==> src/rtl/hp_slot_pkg.sv <==
`timescale 1ns/1ps
package hp_slot_pkg;

    typedef enum logic [1:0] {
        ST_NONE = 2'd0,
        ST_PWR  = 2'd1,
        ST_EN   = 2'd2,
        ST_DIS  = 2'd3
    } slot_st_e;

    typedef enum logic [1:0] {
        LED_KEEP  = 2'd0,
        LED_ON    = 2'd1,
        LED_BLINK = 2'd2,
        LED_OFF   = 2'd3
    } led_e;

    typedef enum logic [2:0] {
        K_SLOT,
        K_SPEED,
        K_BC_PWR,
        K_BC_EN,
        K_BAD
    } cmd_kind_e;

    localparam logic [1:0] PRS_EMPTY = 2'd3;
    localparam logic [1:0] PRS_LOW   = 2'd0;

    typedef struct packed {
        slot_st_e   st;
        led_e       pwr;
        led_e       attn;
        logic       mrl_open;
        logic [1:0] prs;
        logic       ev_btn;
        logic       ev_mrl;
        logic       ev_prs;
    } slot_rec_t;

endpackage

==> src/rtl/hp_cmd_decode.sv <==
`timescale 1ns/1ps
module hp_cmd_decode
    import hp_slot_pkg::*;
(
    input  logic [7:0] code_i,
    output cmd_kind_e  kind_o,
    output slot_st_e   st_o,
    output led_e       pwr_o,
    output led_e       attn_o,
    output logic       speed_bad_o
);
    always_comb begin
        st_o        = slot_st_e'(code_i[1:0]);
        pwr_o       = led_e'(code_i[3:2]);
        attn_o      = led_e'(code_i[5:4]);
        speed_bad_o = |code_i[2:0];
        if (code_i[7:6] == 2'b00)
            kind_o = K_SLOT;
        else if (code_i[7:3] == 5'b01000)
            kind_o = K_SPEED;
        else if (code_i == 8'h48)
            kind_o = K_BC_PWR;
        else if (code_i == 8'h49)
            kind_o = K_BC_EN;
        else
            kind_o = K_BAD;
    end
endmodule

==> src/rtl/hp_slot_next.sv <==
`timescale 1ns/1ps
module hp_slot_next
    import hp_slot_pkg::*;
(
    input  slot_rec_t cur_i,
    input  slot_st_e  req_st_i,
    input  led_e      req_pwr_i,
    input  led_e      req_attn_i,
    output slot_rec_t nxt_o,
    output logic      illegal_o
);
    always_comb begin
        illegal_o = (cur_i.st == ST_EN) && (req_st_i == ST_PWR);
        nxt_o     = cur_i;
        if (req_pwr_i != LED_KEEP)
            nxt_o.pwr = req_pwr_i;
        if (req_attn_i != LED_KEEP)
            nxt_o.attn = req_attn_i;
        if (cur_i.st == ST_DIS && (req_st_i == ST_PWR || req_st_i == ST_EN)) begin
            nxt_o.st = req_st_i;
        end else if ((cur_i.st == ST_EN || cur_i.st == ST_PWR) && req_st_i == ST_DIS) begin
            nxt_o.st = ST_DIS;
            if (nxt_o.pwr == LED_OFF) begin
                nxt_o.mrl_open = 1'b1;
                nxt_o.prs      = PRS_EMPTY;
                nxt_o.ev_btn   = 1'b1;
                nxt_o.ev_mrl   = 1'b1;
                nxt_o.ev_prs   = 1'b1;
            end
        end
    end
endmodule

==> src/rtl/hp_slot_ctrl.sv <==
`timescale 1ns/1ps
module hp_slot_ctrl
    import hp_slot_pkg::*;
#(
    parameter int          N_SLOTS  = 4,
    parameter logic [30:0] OCC_MASK = 31'h5
) (
    input  logic                   clk,
    input  logic                   rst_n,
    input  logic                   tgt_we_i,
    input  logic [4:0]             tgt_i,
    input  logic                   cmd_we_i,
    input  logic [7:0]             cmd_i,
    input  logic                   det_clr_i,
    input  logic [N_SLOTS-1:0]     ev_clr_i,
    output logic [2*N_SLOTS-1:0]   state_o,
    output logic [2*N_SLOTS-1:0]   pwr_led_o,
    output logic [2*N_SLOTS-1:0]   attn_led_o,
    output logic [N_SLOTS-1:0]     mrl_open_o,
    output logic [2*N_SLOTS-1:0]   presence_o,
    output logic [N_SLOTS-1:0]     ev_button_o,
    output logic [N_SLOTS-1:0]     ev_mrl_o,
    output logic [N_SLOTS-1:0]     ev_presence_o,
    output logic                   busy_o,
    output logic                   inv_cmd_o,
    output logic                   inv_mode_o,
    output logic                   cmd_det_o
);
    localparam int IDX_W = (N_SLOTS > 1) ? $clog2(N_SLOTS) : 1;
    localparam int TGT_W = 5;

    typedef struct packed {
        logic [7:0]       code;
        logic [TGT_W-1:0] tgt;
        logic             pend;
        logic             busy;
        logic [IDX_W-1:0] walk;
        slot_st_e         bc_st;
        logic             inv_cmd;
        logic             inv_mode;
        logic             det;
    } ctl_t;

    ctl_t      ctl_d, ctl_q;
    slot_rec_t slot_d   [N_SLOTS];
    slot_rec_t slot_q   [N_SLOTS];
    slot_rec_t slot_clr [N_SLOTS];
    slot_rec_t slot_nxt [N_SLOTS];
    slot_st_e  req_st   [N_SLOTS];
    led_e      req_pwr  [N_SLOTS];
    led_e      req_attn [N_SLOTS];
    logic [N_SLOTS-1:0] illegal;
    logic [N_SLOTS-1:0] apply;

    cmd_kind_e dec_kind;
    slot_st_e  dec_st;
    led_e      dec_pwr, dec_attn;
    logic      dec_speed_bad;

    function automatic slot_rec_t reset_rec(input int s);
        slot_rec_t r;
        r = '0;
        if (OCC_MASK[s]) begin
            r.st = ST_EN;  r.pwr = LED_ON;  r.mrl_open = 1'b0; r.prs = PRS_LOW;
        end else begin
            r.st = ST_DIS; r.pwr = LED_OFF; r.mrl_open = 1'b1; r.prs = PRS_EMPTY;
        end
        r.attn = LED_KEEP;
        return r;
    endfunction

    hp_cmd_decode u_dec (
        .code_i      (ctl_q.code),
        .kind_o      (dec_kind),
        .st_o        (dec_st),
        .pwr_o       (dec_pwr),
        .attn_o      (dec_attn),
        .speed_bad_o (dec_speed_bad)
    );

    // Per-slot request, event clear and next-value logic
    for (genvar s = 0; s < N_SLOTS; s++) begin : g_slot
        always_comb begin
            slot_clr[s] = slot_q[s];
            if (ev_clr_i[s]) begin
                slot_clr[s].ev_btn = 1'b0;
                slot_clr[s].ev_mrl = 1'b0;
                slot_clr[s].ev_prs = 1'b0;
            end
            if (ctl_q.busy) begin
                req_attn[s] = LED_KEEP;
                if (!slot_q[s].mrl_open) begin
                    req_st[s]  = ctl_q.bc_st;
                    req_pwr[s] = LED_ON;
                end else begin
                    req_st[s]  = ST_NONE;
                    req_pwr[s] = LED_OFF;
                end
            end else begin
                req_st[s]   = dec_st;
                req_pwr[s]  = dec_pwr;
                req_attn[s] = dec_attn;
            end
        end

        hp_slot_next u_next (
            .cur_i      (slot_clr[s]),
            .req_st_i   (req_st[s]),
            .req_pwr_i  (req_pwr[s]),
            .req_attn_i (req_attn[s]),
            .nxt_o      (slot_nxt[s]),
            .illegal_o  (illegal[s])
        );

        assign state_o   [2*s +: 2] = slot_q[s].st;
        assign pwr_led_o [2*s +: 2] = slot_q[s].pwr;
        assign attn_led_o[2*s +: 2] = slot_q[s].attn;
        assign presence_o[2*s +: 2] = slot_q[s].prs;
        assign mrl_open_o[s]        = slot_q[s].mrl_open;
        assign ev_button_o[s]       = slot_q[s].ev_btn;
        assign ev_mrl_o[s]          = slot_q[s].ev_mrl;
        assign ev_presence_o[s]     = slot_q[s].ev_prs;
    end

    logic [TGT_W-1:0] tgt_idx;
    logic             tgt_ok;
    logic             sel_illegal;
    logic             any_en;

    always_comb begin
        tgt_idx     = ctl_q.tgt - TGT_W'(1);
        tgt_ok      = (ctl_q.tgt != '0) && (tgt_idx < TGT_W'(N_SLOTS));
        sel_illegal = 1'b0;
        any_en      = 1'b0;
        for (int s = 0; s < N_SLOTS; s++) begin
            if (tgt_idx == TGT_W'(s)) sel_illegal = illegal[s];
            if (slot_q[s].st == ST_EN) any_en = 1'b1;
        end
    end

    always_comb begin
        ctl_d     = ctl_q;
        apply     = '0;
        ctl_d.det = ctl_q.det & ~det_clr_i;

        if (tgt_we_i)
            ctl_d.tgt = tgt_i;

        if (ctl_q.pend) begin
            ctl_d.pend     = 1'b0;
            ctl_d.inv_cmd  = 1'b0;
            ctl_d.inv_mode = 1'b0;
            unique case (dec_kind)
                K_SLOT: begin
                    if (!tgt_ok || sel_illegal) begin
                        ctl_d.inv_cmd = 1'b1;
                    end else begin
                        for (int s = 0; s < N_SLOTS; s++)
                            if (tgt_idx == TGT_W'(s)) apply[s] = 1'b1;
                    end
                    ctl_d.det = 1'b1;
                end
                K_SPEED: begin
                    ctl_d.inv_mode = dec_speed_bad;
                    ctl_d.det      = 1'b1;
                end
                K_BC_PWR, K_BC_EN: begin
                    if (any_en) begin
                        ctl_d.inv_cmd = 1'b1;
                        ctl_d.det     = 1'b1;
                    end else begin
                        ctl_d.busy  = 1'b1;
                        ctl_d.walk  = '0;
                        ctl_d.bc_st = (dec_kind == K_BC_EN) ? ST_EN : ST_PWR;
                    end
                end
                default: begin
                    ctl_d.inv_cmd = 1'b1;
                    ctl_d.det     = 1'b1;
                end
            endcase
        end

        if (ctl_q.busy) begin
            for (int s = 0; s < N_SLOTS; s++)
                if (ctl_q.walk == IDX_W'(s)) apply[s] = 1'b1;
            if (ctl_q.walk == IDX_W'(N_SLOTS - 1)) begin
                ctl_d.busy = 1'b0;
                ctl_d.det  = 1'b1;
            end else begin
                ctl_d.walk = ctl_q.walk + IDX_W'(1);
            end
        end

        if (cmd_we_i && !ctl_q.busy && !ctl_q.pend) begin
            ctl_d.code = cmd_i;
            ctl_d.pend = 1'b1;
        end

        for (int s = 0; s < N_SLOTS; s++)
            slot_d[s] = apply[s] ? slot_nxt[s] : slot_clr[s];
    end

    always_ff @(posedge clk or negedge rst_n) begin
        if (!rst_n) begin
            ctl_q       <= '0;
            ctl_q.bc_st <= ST_NONE;
            for (int s = 0; s < N_SLOTS; s++)
                slot_q[s] <= reset_rec(s);
        end else begin
            ctl_q <= ctl_d;
            for (int s = 0; s < N_SLOTS; s++)
                slot_q[s] <= slot_d[s];
        end
    end

    assign busy_o     = ctl_q.busy;
    assign inv_cmd_o  = ctl_q.inv_cmd;
    assign inv_mode_o = ctl_q.inv_mode;
    assign cmd_det_o  = ctl_q.det;

endmodule

==> config.mk <==
export PLATFORM = sky130hd
export DESIGN_NAME = hp_slot_ctrl
export DESIGN_NICKNAME = d
export VERILOG_FILES = /design/src/rtl/hp_slot_pkg.sv /design/src/rtl/hp_cmd_decode.sv /design/src/rtl/hp_slot_next.sv /design/src/rtl/hp_slot_ctrl.sv
export SDC_FILE = /design/constraint.sdc
export NUM_CORES = 1
export LEC_CHECK = 0
export BUFFER_PORTS_ARGS = -buffer_cell sky130_fd_sc_hd__buf_4
export CAP_MARGIN = 25
export CORE_ASPECT_RATIO = 0.75
export CORE_MARGIN = 10
export CORE_UTILIZATION = 30
export DETAILED_ROUTE_END_ITERATION = 8
export GPL_TIMING_DRIVEN = 0
export HOLD_SLACK_MARGIN = 0.02
export SETUP_SLACK_MARGIN = 0.02
export SLEW_MARGIN = 20
export SYNTH_ARGS = -nofsm -noshare
export SYNTH_HDL_FRONTEND = slang
export SYNTH_HIERARCHICAL = 1
export SYNTH_SLANG_ARGS = --single-unit
==> constraint.sdc <==
create_clock -name clk -period 7.3 [get_ports clk]
set_input_delay 1.46 -clock clk [delete_from_list [all_inputs] [get_ports clk]]
set_output_delay 1.46 -clock clk [all_outputs]
set_load 0.01 [all_outputs]
==> results of run 1 <==
==> power by group <==
group | leakage (µW) | internal, µW | switching [µW]
Combinational | 0.00175 | 229 | 208
Clock | 0.000134 | 248 | 153
Sequential | 0.000866 | 454 | 56.2
Total | 0.00275 | 932 | 417
==> registers in the layout (all words and copies together), names as in the netlist <==
name / cells
pwr_led_o: 8
cmd_det_o: 1
attn_led_o: 8
ev_mrl_o: 4
ev_button_o: 4
presence_o: 8
ctl_q: 18
busy_o: 1
mrl_open_o: 4
state_o: 8
ev_presence_o: 4
inv_cmd_o: 1
inv_mode_o: 1
==> synthesized netlist by cell type, types with 8 or more instances <==
cell,instances
nand2_1,13
dfrtp_1,52
o22a_1,8
dfstp_2,18
o21bai_1,25
mux2_2,33
nand2b_1,8
mux2_4,30
nor2b_1,15
o21ai_0,21
inv_1,38
ha_1,20
buf_4,42
==> per-stage QoR <==
| stage | worst slack [ns] | hold slack, ns | cells |
|---|---|---|---|
| 2_1_floorplan | 4.25 | 0.481 | 399 |
| 5_1_grt | 3.12 | 0.542 | 688 |
| 3_5_place_dp | 3.42 | 0.504 | 672 |
| 4_1_cts | 3.42 | 0.516 | 688 |
| 6_report | 3.43 | 0.522 | 688 |
| 3_3_place_gp | 3.53 | 0.492 | 672 |
==> critical path, stage by stage (launching register included) <==
cell      delay (ns)
dfrtp_1         0.40
clkbuf_1        0.43
clkbuf_1        0.48
nand2_1         0.23
o21ai_0         0.43
ha_1            0.21
and2_1          0.12
a21oi_1         0.06
a31o_2          0.24
o21a_4          0.22
a22oi_2         0.24
buf_2           0.32
mux2_2          0.38
==> how the worst min path moves through the flow <==
stage	cells past startpoint	startpoint	end
floorplan	1	ctl_q[4]$_DFFE_PN0P_	ctl_q[4]$_DFFE_PN0P_
global placement	1	ctl_q[4]$_DFFE_PN0P_	ctl_q[4]$_DFFE_PN0P_
detailed placement	1	ctl_q[4]$_DFFE_PN0P_	ctl_q[4]$_DFFE_PN0P_
CTS	1	ctl_q[4]$_DFFE_PN0P_	ctl_q[4]$_DFFE_PN0P_
global route	1	ctl_q[4]$_DFFE_PN0P_	ctl_q[4]$_DFFE_PN0P_
finish	1	ctl_q[4]$_DFFE_PN0P_	ctl_q[4]$_DFFE_PN0P_
==> logic make-up (layout without fill, tap and decap cells) <==
group,count (synthesis),in the layout
buffers and inverters,91,180
flip-flops,70,70
AO/OA/AOI/OAI,83,83
adder cells (fa/ha/maj),20,20
multiplexers,64,64
AND/OR/NAND/NOR,71,71
==> final cells by class <==
type | instances | area share
Clock inverter | 1 | 0.000904
Tap cell | 200 | 0.0452
Inverter | 42 | 0.0285
Multi-Input combinational cell | 238 | 0.392
Clock buffer | 15 | 0.0484
Timing Repair Buffer | 73 | 0.0990
Buffer | 49 | 0.0660
Sequential cell | 70 | 0.320
==> layer usage <==
layer,share of wire,vias to the layer above,GRT usage
li1,-,1500,-
met1,0.48,1491,0.132
met2,0.44,68,0.150
met3,0.064,10,0.0391
met4,0.010,0,0.0256
met5,0,-,0
==> cells in the final DEF, fill, tap and decap left out, types with 4 or more instances in the layout <==
master,synthesis,final
buf_4,42,115
dfrtp_1,52,52
inv_1,38,38
mux2_2,33,33
mux2_4,30,30
o21bai_1,25,25
o21ai_0,21,21
ha_1,20,20
dfstp_2,18,18
nor2b_1,15,15
nand2_1,13,13
clkbuf_16,0,9
nand2b_1,8,8
o22a_1,8,8
clkbuf_1,3,7
nor2_1,7,7
or2_2,5,5
inv_2,4,4
a21oi_2,4,4
a21o_1,4,4
nor2b_2,4,4
nand2b_2,4,4
o2111ai_2,4,4
and2_1,4,4
==> metrics.cfg, run 1 <==
[final_layout]
n_antenna_cell = 0
num-nets-final = 525
areaGrowthSynthToFinish_pct = 24.0
fill_cells = 1446
stdcell_area_um2 = 5540
multiInputGateArea_um2 = 2170
regArea_um2 = 1770
post-route-util = 0.381
drive_gt1_frac = 0.504

[die]
num_rows = 38
die_h_um = 126
core-area_um2 = 14500
io_pins = 74
die-area_um2 = 20200
start_util = 0.307
die_w_um = 161

[yosys]
synth_nets = 441
synth_warnings = 6
synth_fa_ha_area_frac = 0.0560
synthTopCellsByArea = dfrtp_1, dfstp_2, mux2_4
ys_ff_latch = 70
seq_area_frac_synth = 0.397
async_flop_share = 1.00
synth_xor_area_frac = 0
synth_compound_area_frac = 0.146
synth_top_area_cell = dfrtp_1
synth_edf_count = 0
ys_types = 48
synth_cells = 399
syn_avg_cell_area_um2 = 11.2
yosys.area_share.simple = 0.0972
syn_area_um2 = 4470
synth_top_family_by_area = multiplexers
ys.flop_type = dfrtp_1
synth_top_area_share = 0.291
synthMuxAreaShare = 0.186

[timing]
max_freq_ghz = 0.258
clock_skew_ns = 0.00369
tns_ns = 0
slew_violations = 0
setup_viol = 0
layout_min_cycle_time_ns = 3.87
finalCritPeriodShare = 0.530
relSlewSlack = 0.418
finalHoldViolCount = 0
worst_pin_slew_ns = 0.873
rsz0062_at_grt = no

[placed_design]
port-buffer-count = 73
dpl.hpwl_um = 7770
gp_congestion = 0.778
place_area_um2 = 5270

[hold_path]
hold_path.class = reg2reg

[clock_tree]
clkTransAtPathRegs_ns = 0.05
cts.sinks = 70
worstSkewPairLatency_ns = 0.33
cts_tree = done
cts_buffers = 9
hold_buffers = 0
post_cts_buffers = 0
ctsResizeCount = 0
clock_path_buffers = 2
cts_max_level = 3
clockRootBuffer = clkbuf_16

[power]
power_density_nw_per_um2 = 244
peakVddDrop_uv = 112
leakagePower_uw = 0.00275
fin_total_pwr_uw = 1350

[run_status]
status = completed

[setup_path]
path_max_fanout = 10
reg2reg_slack_ns = 3.43
cp.required_ns = 7.51
worstReg2RegStart = busy_o$_DFF_PN0_
critical_path_class = reg2reg
r2r_end = ev_mrl_o[1]$_DFF_PN0_
timing.critical_path.to = ev_mrl_o[1]$_DFF_PN0_
critPathLaunch = busy_o$_DFF_PN0_
reg2reg_depth = 12
endpoint_kind = register
worst-endpoint-arrival_ns = 4.08
cp-start-kind = register

[global_route]
grt_max_degree = 71
grt_pass1_vias = 3217
grt_usage = 0.100
grt_overflow_total = 0
antenna_found_initial = 0
grt_pass1_wl_um = 16700

[detailed_routing]
drtPass1Iterations = 4
drt_iter0_markers = 94
routedWlPerCell_um = 14.7
remaining_drc_errors = 0
postRouteAntennaNets = 0
via_per_inst = 4.46
via_count = 3069
wirelength_um = 10100

[flow_run]
maxCapViolations = 0

Power figures use the tool's default switching activity.
==> run 2: changes to the inputs <==
==> constraint.sdc (replaced) <==
create_clock -name clk -period 3.4 [get_ports clk]
set_input_delay 0.68 -clock clk [delete_from_list [all_inputs] [get_ports clk]]
set_output_delay 0.68 -clock clk [all_outputs]
set_load 0.01 [all_outputs]
==> run 2 against run 1 <==
Net effect: fmax increased by 21%; largest power group unchanged; critical endpoint is now ev_mrl_o[0]$_DFF_PN0_; non-clock buffer count increased by 1; die area unchanged; clock skew about the same.
==> metrics.cfg, run 2 (synthesis gave the netlist of run 1 again) <==
[run_status]
status = completed

[setup_path]
cp-start-kind = register
path_delay_family = compound AO/OA/AOI/OAI gates
critical_path_class = reg2reg
worst-endpoint-arrival_ns = 3.42  ; -0.66 ns
endpoint_kind = register
max_stage_delay_ns = 0.52  ; +0.04 ns
slowest_stage = or4b_1
path_buf_inv = 3  ; unchanged
worstPathCellList = clkbuf_4 > nand2_1 > o21ai_1 > inv_1 > ha_1 > and2_1 > or4b_1 > a211oi_2 > o21a_4 > a32oi_2 > buf_6 > mux2_4
cp.required_ns = 3.61  ; -3.90 ns
path_max_fanout = 10  ; unchanged

[die]
start_util = 0.307  ; unchanged
die_w_um = 161  ; unchanged
core-area_um2 = 14500  ; unchanged
die-area_um2 = 20200  ; unchanged
num_rows = 38  ; unchanged
die_h_um = 126  ; unchanged
io_pins = 74  ; unchanged

[final_layout]
n_antenna_cell = 0  ; unchanged
final_cell_mix = buf_4, dfrtp_1, inv_1, mux2_2, mux2_4
stdcell_area_um2 = 5570  ; +0.61%
num-nets-final = 526  ; +0.19%
fill_cells = 1445  ; -0.069%
largest_reg_flops = 18  ; unchanged
areaGrowthSynthToFinish_pct = 24.7
final_common_cell = buf_4
drive_gt1_frac = 0.513  ; +0.00919
final_cell_count_no_fill = 689  ; +0.15%
largest-register = ctl_q

[timing]
slew_violations = 0  ; unchanged
setup_viol = 0  ; unchanged
max_freq_ghz = 0.312  ; +21%
holdWs_ns = 0.466  ; -0.0554 ns
finalHoldViolCount = 0  ; unchanged
finalCritPeriodShare = 0.943  ; +0.412
rsz0062_at_grt = no
tns_ns = 0  ; unchanged
layout_min_cycle_time_ns = 3.21  ; -0.665 ns
worst_pin_slew_ns = 0.879  ; +0.00577 ns
worst_slack_ns = 0.195  ; -3.23 ns
relSlewSlack = 0.414  ; -0.00384
clock_skew_ns = 0.00401  ; +0.000312 ns

[detailed_routing]
remaining_drc_errors = 0  ; unchanged
via_count = 3052  ; -0.55%
routedWlPerCell_um = 14.7  ; about the same
drtPass1Iterations = 4  ; unchanged
wirelength_um = 10200  ; +0.22%
via_per_inst = 4.43  ; -0.70%
postRouteAntennaNets = 0  ; unchanged
drt_iter0_markers = 104  ; +11%

[clock_tree]
hold_buffers = 0  ; unchanged
clockRootBuffer = clkbuf_16
worstSkewPairLatency_ns = 0.33  ; about the same
clock_path_buffers = 2  ; unchanged
clkTransAtPathRegs_ns = 0.05  ; about the same
cts_buffers = 9  ; unchanged
cts_max_level = 3  ; unchanged
cts.sinks = 70  ; unchanged
cts_tree = done
post_cts_buffers = 0  ; unchanged

[power]
peakVddDrop_uv = 240  ; +110%
intPower_uw = 2010  ; +120%
pwr-share-clk = 0.297  ; about the same
power_density_nw_per_um2 = 522  ; +110%
p_seq_frac = 0.377  ; -0.002
switching_share = 0.310  ; +0.000386
leakagePower_uw = 0.00276  ; +0.31%
combPwrFrac = 0.326  ; +0.002
p_switching_uw = 900  ; +120%

[placed_design]
dpl.hpwl_um = 7770  ; unchanged
dp_slack_ns = -0.480  ; -3.90 ns
gp_congestion = 0.778  ; unchanged
port-buffer-count = 73  ; unchanged
place_area_um2 = 5270  ; unchanged
dp.cells = 672  ; unchanged

[flow_run]
maxCapViolations = 0  ; unchanged

[global_route]
grt_overflow_total = 0  ; unchanged
top_usage_layer = met2
grt_pass1_vias = 3217  ; unchanged
grt_pass1_wl_um = 16700  ; unchanged
grt_max_degree = 71  ; unchanged
grt_usage = 0.100  ; unchanged
met3_usage = 0.0391  ; unchanged
antenna_found_initial = 0  ; unchanged
global_route.usage.met1 = 0.132  ; unchanged
use_met2 = 0.150  ; unchanged

[hold_path]
hold_path.class = in2async

run 2: power groups by stage:
stage                     sequential (µW)  clock (µW)  combinational (µW)
final                                1100         863                 948
after floorplan                      1070           0                 664
after global placement               1100           0                 926
after global routing                 1120         938                1050
after detailed placement             1110           0                 952
after CTS                            1100         894                 959
run 2: worst paths after layout:
| kind | startpoint | endpoint | slack [ns] | cells after the start |
|---|---|---|---|---|
| max | busy_o$_DFF_PN0_ | ev_mrl_o[0]$_DFF_PN0_ | 0.19 | 12 |
| min in group clk | ctl_q[4]$_DFFE_PN0P_ | ctl_q[4]$_DFFE_PN0P_ | 0.52 | 1 |
| max reg2reg | busy_o$_DFF_PN0_ | ev_mrl_o[0]$_DFF_PN0_ | 0.19 | 12 |
| max in group asynchronous | rst_n | ctl_q[19]$_DFFE_PN0P_ | 2.36 | 1 |
| min | rst_n | presence_o[0]$_DFFE_PN0P_ | 0.47 | 1 |
| min reg2reg | ctl_q[4]$_DFFE_PN0P_ | ctl_q[4]$_DFFE_PN0P_ | 0.52 | 1 |
run 2: worst reg2reg max path, delay by kind of cell (launching register included):
family / cells / cell delay [ns]
muxes: 1 / 0.30
and+or+nand+nor: 3 / 0.82
buffers and inverters: 3 / 0.53
adders and majority gates: 1 / 0.17
AOI/OAI and AO/OA: 4 / 0.87
DFF: 1 / 0.40
run 2: timing repair:
item / in CTS / in global routing
cloned: 0 / 1
endpoints found under the setup margin: 48 / 40
gates resized for setup: 5 / 10
pin swaps: 0 / 0
run 2: layout make-up:
| type | count | area, µm² | area share |
|---|---|---|---|
| clock buffer | 15 | 268 | 0.0481 |
| buffer | 49 | 375 | 0.0674 |
| sequential | 70 | 1770 | 0.318 |
| clock inverter | 1 | 5.00 | 0.000898 |
| multi-input combinational | 238 | 2190 | 0.392 |
| inverter | 42 | 158 | 0.0283 |
| timing repair buffer | 74 | 556 | 0.0997 |
| tap | 200 | 250 | 0.0449 |
run 2: metal layers:
metal,share of wire,routed length [µm],vias up
li1,-,-,1500
met1,0.48,4910,1476
met2,0.44,4490,66
met3,0.064,649,10
met4,0.010,102,0
met5,0,0,-
run 2: per-stage QoR:
| stage | utilization | power [µW] |
|---|---|---|
| 2_1_floorplan | - | 1740 |
| 3_3_place_gp | 0.362 | 2030 |
| 3_5_place_dp | 0.362 | 2060 |
| 4_1_cts | 0.381 | 2950 |
| 5_1_grt | 0.383 | 3110 |
| 6_report | 0.383 | 2910 |
